<file path="src/rtl/vdma_pkg.sv">
package vdma_pkg;
  localparam logic [2:0]  SEL_SRC_HI = 3'd0;
  localparam logic [2:0]  SEL_SRC_LO = 3'd1;
  localparam logic [2:0]  SEL_DST_HI = 3'd2;
  localparam logic [2:0]  SEL_DST_LO = 3'd3;
  localparam logic [2:0]  SEL_CTRL   = 3'd4;
  localparam logic [15:0] VRAM_LO    = 16'h8000;
  localparam logic [15:0] VRAM_HI    = 16'h9FFF;
  localparam logic [15:0] VRAM_SPAN  = 16'h1FFF;
  localparam logic [7:0]  CTRL_IDLE  = 8'hFF;

  typedef enum logic [1:0] {MV_IDLE, MV_RD, MV_WAIT, MV_WR} mv_state_t;
endpackage

</file>
<file path="src/rtl/vdma_edge.sv">
module vdma_edge (
  input  logic clk,
  input  logic rst_n,
  input  logic level,
  output logic rise
);
  logic level_q;

  always_ff @(posedge clk) begin
    if (!rst_n) level_q <= 1'b0;
    else        level_q <= level;
  end

  assign rise = level & ~level_q;
endmodule

</file>
<file path="src/rtl/vdma_mover.sv">
module vdma_mover
  import vdma_pkg::*;
#(
  parameter int BLK_BYTES = 16
) (
  input  logic        clk,
  input  logic        rst_n,
  input  logic        go,
  input  logic [15:0] src_addr,
  input  logic [15:0] dst_addr,
  output logic        busy,
  output logic        rd_req_valid,
  input  logic        rd_req_ready,
  output logic [15:0] rd_req_addr,
  input  logic        rd_rsp_valid,
  input  logic [7:0]  rd_rsp_data,
  output logic        wr_valid,
  input  logic        wr_ready,
  output logic [15:0] wr_addr,
  output logic [7:0]  wr_data,
  output logic        byte_done,
  output logic        blk_done
);
  localparam int CW = $clog2(BLK_BYTES);
  localparam logic [CW-1:0] LAST = CW'(BLK_BYTES - 1);

  mv_state_t     state_q;
  logic [CW-1:0] cnt_q;
  logic [7:0]    data_q;

  always_ff @(posedge clk) begin
    if (!rst_n) begin
      state_q <= MV_IDLE;
      cnt_q   <= '0;
      data_q  <= '0;
    end else begin
      case (state_q)
        MV_IDLE: if (go) begin
          state_q <= MV_RD;
          cnt_q   <= '0;
        end
        MV_RD:   if (rd_req_ready) state_q <= MV_WAIT;
        MV_WAIT: if (rd_rsp_valid) begin
          data_q  <= rd_rsp_data;
          state_q <= MV_WR;
        end
        MV_WR:   if (wr_ready) begin
          if (cnt_q == LAST) state_q <= MV_IDLE;
          else begin
            cnt_q   <= cnt_q + 1'b1;
            state_q <= MV_RD;
          end
        end
        default: state_q <= MV_IDLE;
      endcase
    end
  end

  always_comb begin
    busy         = (state_q != MV_IDLE);
    rd_req_valid = (state_q == MV_RD);
    wr_valid     = (state_q == MV_WR);
    rd_req_addr  = src_addr;
    wr_addr      = dst_addr;
    wr_data      = data_q;
    byte_done    = wr_valid && wr_ready;
    blk_done     = byte_done && (cnt_q == LAST);
  end


  rd_hold_chk: assert property (@(posedge clk) disable iff (!rst_n)
    rd_req_valid && !rd_req_ready |=> rd_req_valid && $stable(rd_req_addr));

  wr_hold_chk: assert property (@(posedge clk) disable iff (!rst_n)
    wr_valid && !wr_ready |=> wr_valid && $stable(wr_addr) && $stable(wr_data));

  go_when_idle_chk: assert property (@(posedge clk) disable iff (!rst_n)
    go |-> !busy);
endmodule

</file>
<file path="src/rtl/vdma_ctrl.sv">
module vdma_ctrl
  import vdma_pkg::*;
#(
  parameter int BLK_BYTES = 16
) (
  input  logic        clk,
  input  logic        rst_n,
  input  logic        reg_we,
  input  logic [2:0]  reg_sel,
  input  logic [7:0]  reg_wdata,
  output logic [7:0]  reg_rdata,
  input  logic        lcd_on,
  input  logic        hbl_rise,
  input  logic        busy,
  input  logic        byte_done,
  input  logic        blk_done,
  output logic        go,
  output logic        stall,
  output logic [15:0] src_addr,
  output logic [15:0] dst_addr
);
  localparam logic [15:0] ALIGN    = ~16'(BLK_BYTES - 1);
  localparam logic [15:0] DST_MASK = VRAM_SPAN & ALIGN;

  logic [15:0] src_q, dst_q;
  logic [7:0]  ctrl_q;
  logic        active_q, hbl_q, go_q;

  logic [15:0] cand_src;
  logic        src_bad, wr_ok, ctrl_wr, cancel, lcd_rej, addr_wr;

  always_comb begin
    stall    = busy | go_q;
    cand_src = src_q & ALIGN;
    src_bad  = (cand_src >= VRAM_LO) && (cand_src <= VRAM_HI);
    wr_ok    = reg_we && !stall;
    ctrl_wr  = wr_ok && (reg_sel == SEL_CTRL);
    cancel   = ctrl_wr && active_q && hbl_q && !reg_wdata[7];
    lcd_rej  = reg_wdata[7] && !lcd_on;
    addr_wr  = wr_ok && !active_q;
  end

  always_ff @(posedge clk) begin
    if (!rst_n) begin
      src_q    <= '0;
      dst_q    <= '0;
      ctrl_q   <= CTRL_IDLE;
      active_q <= 1'b0;
      hbl_q    <= 1'b0;
      go_q     <= 1'b0;
    end else begin
      go_q <= 1'b0;
      if (byte_done) begin
        src_q <= src_q + 16'd1;
        dst_q <= dst_q + 16'd1;
      end
      if (blk_done) begin
        if (ctrl_q[6:0] == 7'd0) begin
          ctrl_q   <= CTRL_IDLE;
          active_q <= 1'b0;
        end else begin
          ctrl_q[6:0] <= ctrl_q[6:0] - 7'd1;
          if (!hbl_q) go_q <= 1'b1;
        end
      end
      if (hbl_rise && active_q && hbl_q && !stall) go_q <= 1'b1;
      if (addr_wr) begin
        case (reg_sel)
          SEL_SRC_HI: src_q[15:8] <= reg_wdata;
          SEL_SRC_LO: src_q[7:0]  <= reg_wdata;
          SEL_DST_HI: dst_q[15:8] <= reg_wdata;
          SEL_DST_LO: dst_q[7:0]  <= reg_wdata;
          default: ;
        endcase
      end
      if (cancel) begin
        active_q <= 1'b0;
        ctrl_q   <= {1'b1, ctrl_q[6:0]};
      end else if (ctrl_wr) begin
        if (src_bad) begin
          ctrl_q   <= reg_wdata | 8'h80;
          active_q <= 1'b0;
        end else if (lcd_rej) begin
          ctrl_q   <= {1'b1, reg_wdata[6:0] + 7'd1};
          active_q <= 1'b0;
        end else begin
          src_q    <= cand_src;
          dst_q    <= (dst_q & DST_MASK) | VRAM_LO;
          ctrl_q   <= {1'b0, reg_wdata[6:0]};
          active_q <= 1'b1;
          hbl_q    <= reg_wdata[7];
          go_q     <= !reg_wdata[7];
        end
      end
    end
  end

  always_comb begin
    case (reg_sel)
      SEL_SRC_HI: reg_rdata = src_q[15:8];
      SEL_SRC_LO: reg_rdata = src_q[7:0];
      SEL_DST_HI: reg_rdata = dst_q[15:8];
      SEL_DST_LO: reg_rdata = dst_q[7:0];
      SEL_CTRL:   reg_rdata = ctrl_q;
      default:    reg_rdata = 8'h00;
    endcase
  end

  assign go       = go_q;
  assign src_addr = src_q;
  assign dst_addr = dst_q;


  start_align_chk: assert property (@(posedge clk) disable iff (!rst_n)
    $rose(active_q) |-> dst_q[15:13] == 3'b100 && dst_q[3:0] == 4'd0 && src_q[3:0] == 4'd0);

  start_src_ok_chk: assert property (@(posedge clk) disable iff (!rst_n)
    $rose(active_q) |-> !(src_q >= VRAM_LO && src_q <= VRAM_HI));

  go_needs_active_chk: assert property (@(posedge clk) disable iff (!rst_n)
    go |-> active_q);

  last_block_idle_chk: assert property (@(posedge clk) disable iff (!rst_n)
    blk_done && ctrl_q[6:0] == 7'd0 |=> ctrl_q == CTRL_IDLE && !active_q);

  stall_locks_regs_chk: assert property (@(posedge clk) disable iff (!rst_n)
    stall && !byte_done |=> $stable(src_q) && $stable(dst_q) && $stable(ctrl_q));
endmodule

</file>
<file path="src/rtl/vram_dma.sv">
module vram_dma
  import vdma_pkg::*;
#(
  parameter int BLK_BYTES = 16
) (
  input  logic        clk,
  input  logic        rst_n,
  input  logic        reg_we,
  input  logic [2:0]  reg_sel,
  input  logic [7:0]  reg_wdata,
  output logic [7:0]  reg_rdata,
  input  logic        lcd_on,
  input  logic        hblank,
  output logic        cpu_stall,
  output logic        rd_req_valid,
  input  logic        rd_req_ready,
  output logic [15:0] rd_req_addr,
  input  logic        rd_rsp_valid,
  input  logic [7:0]  rd_rsp_data,
  output logic        wr_valid,
  input  logic        wr_ready,
  output logic [15:0] wr_addr,
  output logic [7:0]  wr_data
);
  logic        hbl_rise, busy, byte_done, blk_done, go;
  logic [15:0] src_addr, dst_addr;

  vdma_edge u_edge (
    .clk   (clk),
    .rst_n (rst_n),
    .level (hblank),
    .rise  (hbl_rise)
  );

  vdma_ctrl #(.BLK_BYTES(BLK_BYTES)) u_ctrl (
    .clk       (clk),
    .rst_n     (rst_n),
    .reg_we    (reg_we),
    .reg_sel   (reg_sel),
    .reg_wdata (reg_wdata),
    .reg_rdata (reg_rdata),
    .lcd_on    (lcd_on),
    .hbl_rise  (hbl_rise),
    .busy      (busy),
    .byte_done (byte_done),
    .blk_done  (blk_done),
    .go        (go),
    .stall     (cpu_stall),
    .src_addr  (src_addr),
    .dst_addr  (dst_addr)
  );

  vdma_mover #(.BLK_BYTES(BLK_BYTES)) u_mover (
    .clk          (clk),
    .rst_n        (rst_n),
    .go           (go),
    .src_addr     (src_addr),
    .dst_addr     (dst_addr),
    .busy         (busy),
    .rd_req_valid (rd_req_valid),
    .rd_req_ready (rd_req_ready),
    .rd_req_addr  (rd_req_addr),
    .rd_rsp_valid (rd_rsp_valid),
    .rd_rsp_data  (rd_rsp_data),
    .wr_valid     (wr_valid),
    .wr_ready     (wr_ready),
    .wr_addr      (wr_addr),
    .wr_data      (wr_data),
    .byte_done    (byte_done),
    .blk_done     (blk_done)
  );


  access_under_stall_chk: assert property (@(posedge clk) disable iff (!rst_n)
    (rd_req_valid || wr_valid) |-> cpu_stall);
endmodule

</file>
<file path="config.mk">
export PLATFORM = sky130hd
export DESIGN_NAME = vram_dma
export DESIGN_NICKNAME = d
export VERILOG_FILES = /design/src/rtl/vdma_pkg.sv /design/src/rtl/vdma_edge.sv /design/src/rtl/vdma_mover.sv /design/src/rtl/vdma_ctrl.sv /design/src/rtl/vram_dma.sv
export SDC_FILE = /design/constraint.sdc
export NUM_CORES = 1
export LEC_CHECK = 0
export ABC_AREA = 1
export ABC_CLOCK_PERIOD_IN_PS = 3550
export BUFFER_PORTS_ARGS = -buffer_cell sky130_fd_sc_hd__buf_4
export CORE_MARGIN = 3
export CORE_UTILIZATION = 60
export CTS_CLUSTER_DIAMETER = 30
export CTS_CLUSTER_SIZE = 8
export DETAILED_ROUTE_END_ITERATION = 7
export PLACE_DENSITY = 0.93
export SLEW_MARGIN = 10
export SYNTH_ARGS = -nofsm -noshare
export SYNTH_HDL_FRONTEND = slang
export SYNTH_HIERARCHICAL = 1
export SYNTH_SLANG_ARGS = --single-unit
</file>
<file path="constraint.sdc">
create_clock -name clk -period 3.55 [get_ports clk]
set_clock_uncertainty 0.05 [all_clocks]
set_input_delay 0.1775 -clock clk [delete_from_list [all_inputs] [get_ports clk]]
set_output_delay 0.1775 -clock clk [all_outputs]
set_load 0.005 [all_outputs]
</file>
==> metrics.log <==
[metrics] Worst EP required: 3.74 ns
[metrics] instance count after placement with tap cells included: 780
[metrics] number of enable-type register cells in the synthesized netlist: 0
[metrics] main combinational cell family by area after synthesis: simple AND/OR/NAND/NOR gates
[metrics] post-layout instance count excluding filler cells: 797
[metrics] dominant cell type by count on the critical path: nand2_1
[metrics] final weighted congestion in routability-driven placement: 1.06
[metrics] number of sinks handled by clock tree synthesis: 58
[metrics] Leak: 2.32 nW
[metrics] layout cells sized above 1: 16.9%
[metrics] category of the critical setup timing path: flop to flop
[metrics] HPWL after detailed placement: 9390 um
[metrics] Max stage delay on crit path: 0.42 ns
[metrics] count of input and output buffers: 77
[metrics] adder and majority gate portion of the synthesized area: 3.30%
[metrics] transition time at the pin with the least slew margin: 0.716 ns
[metrics] GRT Resource Usage Total: 32.9%
[metrics] post-synthesis instance area: 4170 um2
[metrics] DRC violations left: 0
[metrics] horizontal die dimension: 89.4 um
[metrics] global-route met1 utilization: 42.2%
[metrics] number of antenna violations at the first check in global routing: 0
[metrics] fraction of synthesized area in multiplexers: 0.480%
[metrics] CTS tree: yes
[metrics] grt met2 use: 54.2%
[metrics] ratio of final minimum period to clock period: 71.6%
[metrics] element type at the critical path start: flop
[metrics] met3 global-route usage: 6.36%
[metrics] shortest period the worst path allows: 2.54 ns
[metrics] Core Footprint: 6530 um2
[metrics] number of fill cells in the layout: 547
[metrics] synthesis-to-finish area growth: 14.1%
[metrics] final wirelength: 12800 um
[metrics] sequential share of the synthesized area: 27.9%
[metrics] cell with the largest stage delay on the worst path: dfxtp_1
[metrics] Skew-Pair Late Insertion Delay: 0.34 ns
[metrics] Highest Clock Rate: 0.393 GHz
[metrics] maximum number of pins on one net before global-route repair: 26
[metrics] die height: 89.4 um
[metrics] global routing's busiest layer: met2
[metrics] arrival time at the worst endpoint: 2.73 ns
[metrics] proportion of register bits with asynchronous set or reset after synthesis: 0%
[metrics] CTS H-Tree Depth: 3
[metrics] number of warnings issued by yosys: 6
[metrics] Power Dens Cells: 409 nW/um2
[metrics] Longest Clk Path Bufs: 2
[metrics] list of most frequent post-synthesis cells: nand2_1 (169), inv_1 (81), nand3_1 (74), nor2_1 (72), dfxtp_1 (58)
[metrics] most used standard cell by instance count after synthesis: nand2_1
[metrics] hold crit path type: input pin to flop
[metrics] setup TNS after final layout: 0 ns
[metrics] Initial Utilization: 63.8%
[metrics] unrepaired setup endpoints after global routing: no
[metrics] post-detailed-route count of antenna-violating nets: 0
[metrics] series of cell instances along the critical path: ha_1, nand2_1, inv_1, nand2_1, nor2_2, nand2_1, nor2_1, xnor2_1, nand2_1, nand2_1, nand2_1
[metrics] cell types occupying the most area after synthesis: dfxtp_1 (28%), nand2_1 (15%), nand3_1 (8.9%), inv_1 (7.3%), nor2_1 (6.5%)
[metrics] overall via count from detail_route: 4762
[metrics] Num CTS Buffers: 9
[metrics] post-synthesis share of cell area spent on and, or, nand and nor gates: 37.8%
[metrics] proportion of netlist area held by the largest area contributor: 27.9%
[metrics] primary flip-flop cell chosen by synthesis mapping: dfxtp_1
[metrics] synthesized instance count: 666
[metrics] flip-flop and latch area: 1160 um2
[metrics] Worst-path clk slew: 0.07 ns
[metrics] syn nets: 704
[metrics] CTS root buf: clkbuf_8
[metrics] max-slew violation count: 0
[metrics] Nets: 753
[metrics] flops & latches, synth: 58
[metrics] number of maximum-capacitance constraint violations: 0
[metrics] die footprint: 7980 um2
[metrics] vias per std cell: 5.97
[metrics] num ports: 78
[metrics] Final Hold Viols: 0
[metrics] count of unique library cells instantiated by Yosys: 37
[metrics] fraction of synthesized cell area in xor and xnor cells: 1.89%
[metrics] vias in the first global route: 4327
[metrics] Diodes inserted: 0
[metrics] average wire per cell in the routed design: 16.0 um
[metrics] top cell type by total area after synthesis: dfxtp_1
[metrics] Placement Rows: 29
[metrics] status: completed
[metrics] Critical Path End Type: flop
[metrics] complex-gate fraction of the synthesized area: 13.6%
[metrics] count of routing violations after the opening detailed-route iteration: 499
[metrics] worst-case headroom to the max-slew limit: 51.9%
[metrics] Initial DRT Pass Iterations: 7
[metrics] overflow left after global routing: 0
[metrics] peak supply drop: 335 uV
[metrics] area of combinational cells with multiple inputs: 2380 um2
[metrics] count of final setup violators: 0
[metrics] biggest fanout along the worst timing path: 11
[metrics] post-synthesis area per instance: 6.26 um2
[metrics] global-route wire length before repair: 20500 um
## worst paths after layout
path | from | end | slack, ns | cells past startpoint
worst max-delay path | u_mover/state_q[0] | u_ctrl/dst_addr[11] | 1.01 | 11
worst min-delay path | rd_rsp_data[2] | u_mover/wr_data[2] | 0.03 | 3
worst max register to register | u_mover/state_q[0] | u_ctrl/dst_addr[11] | 1.01 | 11
worst min register to register | u_ctrl/active_q | u_ctrl/active_q | 0.43 | 2
## stage by stage
stage / cell area [um2] / setup slack [ns] / hold slack, ns / utilization, % / total power, W
4_1_cts: 4760 / 1.13 / 0.0281 / 72.8 / 0.00194
3_3_place_gp: 4540 / 1.28 / 0.317 / 69.6 / 0.00128
5_1_grt: 4760 / 0.748 / 0.0531 / 72.8 / 0.00205
6_report: 4760 / 1.01 / 0.0320 / 72.8 / 0.00195
3_5_place_dp: 4540 / 1.16 / 0.329 / 69.6 / 0.00131
2_1_floorplan: 4170 / 1.65 / 0.221 / - / 0.00113
## where the power goes
part	switching, W	internal [W]
logic	0.000327	0.000213
registers	0.0000632	0.000710
clock network	0.000275	0.000358
total	0.000665	0.00128
## logic make-up after synthesis
logic type                 Yosys count
xor gates and xnor gates             9
and+or+nand+nor                    355
muxes                                2
AOI/OAI and AO/OA                  103
buffers and inverters              128
DFF                                 58
adders and majority gates           11
## sequential cells by signal, summed over array words and instances (netlist names)
name,count
u_ctrl/ctrl_q,8
u_mover/state_q,2
u_mover/wr_data,8
u_mover/cnt_q,4
u_ctrl/src_addr,16
u_ctrl/hbl_q,1
u_edge/level_q,1
u_ctrl/dst_addr,16
u_ctrl/active_q,1
u_ctrl/go,1
## critical path: cells and delay by family, from the launching register on
| family | cells | cell delay, ns |
|---|---|---|
| AND/OR/NAND/NOR | 8 | 1.15 |
| flip-flops | 1 | 0.42 |
| adder cells (fa/ha/maj) | 1 | 0.32 |
| buffers and inverters | 1 | 0.30 |
| XOR/XNOR | 1 | 0.18 |
## placed cells by master (no fill, tap or decap), types with 4 or more instances in the layout
| cell type | instances |
|---|---|
| nand4_1 | 10 |
| nand3_1 | 74 |
| nor3_1 | 7 |
| inv_2 | 6 |
| inv_1 | 81 |
| o21ai_0 | 45 |
| xor2_1 | 7 |
| or2_2 | 4 |
| nor2_2 | 8 |
| o211ai_1 | 4 |
| ha_1 | 11 |
| a21oi_1 | 34 |
| dfxtp_1 | 58 |
| o22ai_1 | 6 |
| nand2_1 | 169 |
| nor2_1 | 72 |
| buf_4 | 77 |
| clkbuf_8 | 11 |
## final cells by class
cell class                      count  area share [%]
Clock buffer                       11            3.18
Clock inverter                      5            1.10
Inverter                           88            6.94
Multi-Input combinational cell    480            50.0
Sequential cell                    58            24.4
Tap cell                           77            2.03
Timing Repair Buffer               78            12.4
## what timing repair did
action | in CTS | in global routing
hold buffers | 1 | 0
gates resized for setup | 0 | 0
buffers inserted | 0 | 0
endpoints found under the hold margin | 1 | 0
## metal layers
metal,vias up,share of wire (%)
met5,-,0
met4,0,3.1
met3,49,12
met2,325,46
met1,2155,39
li1,2233,-
Note: power is estimated with default switching activity, not from simulation.
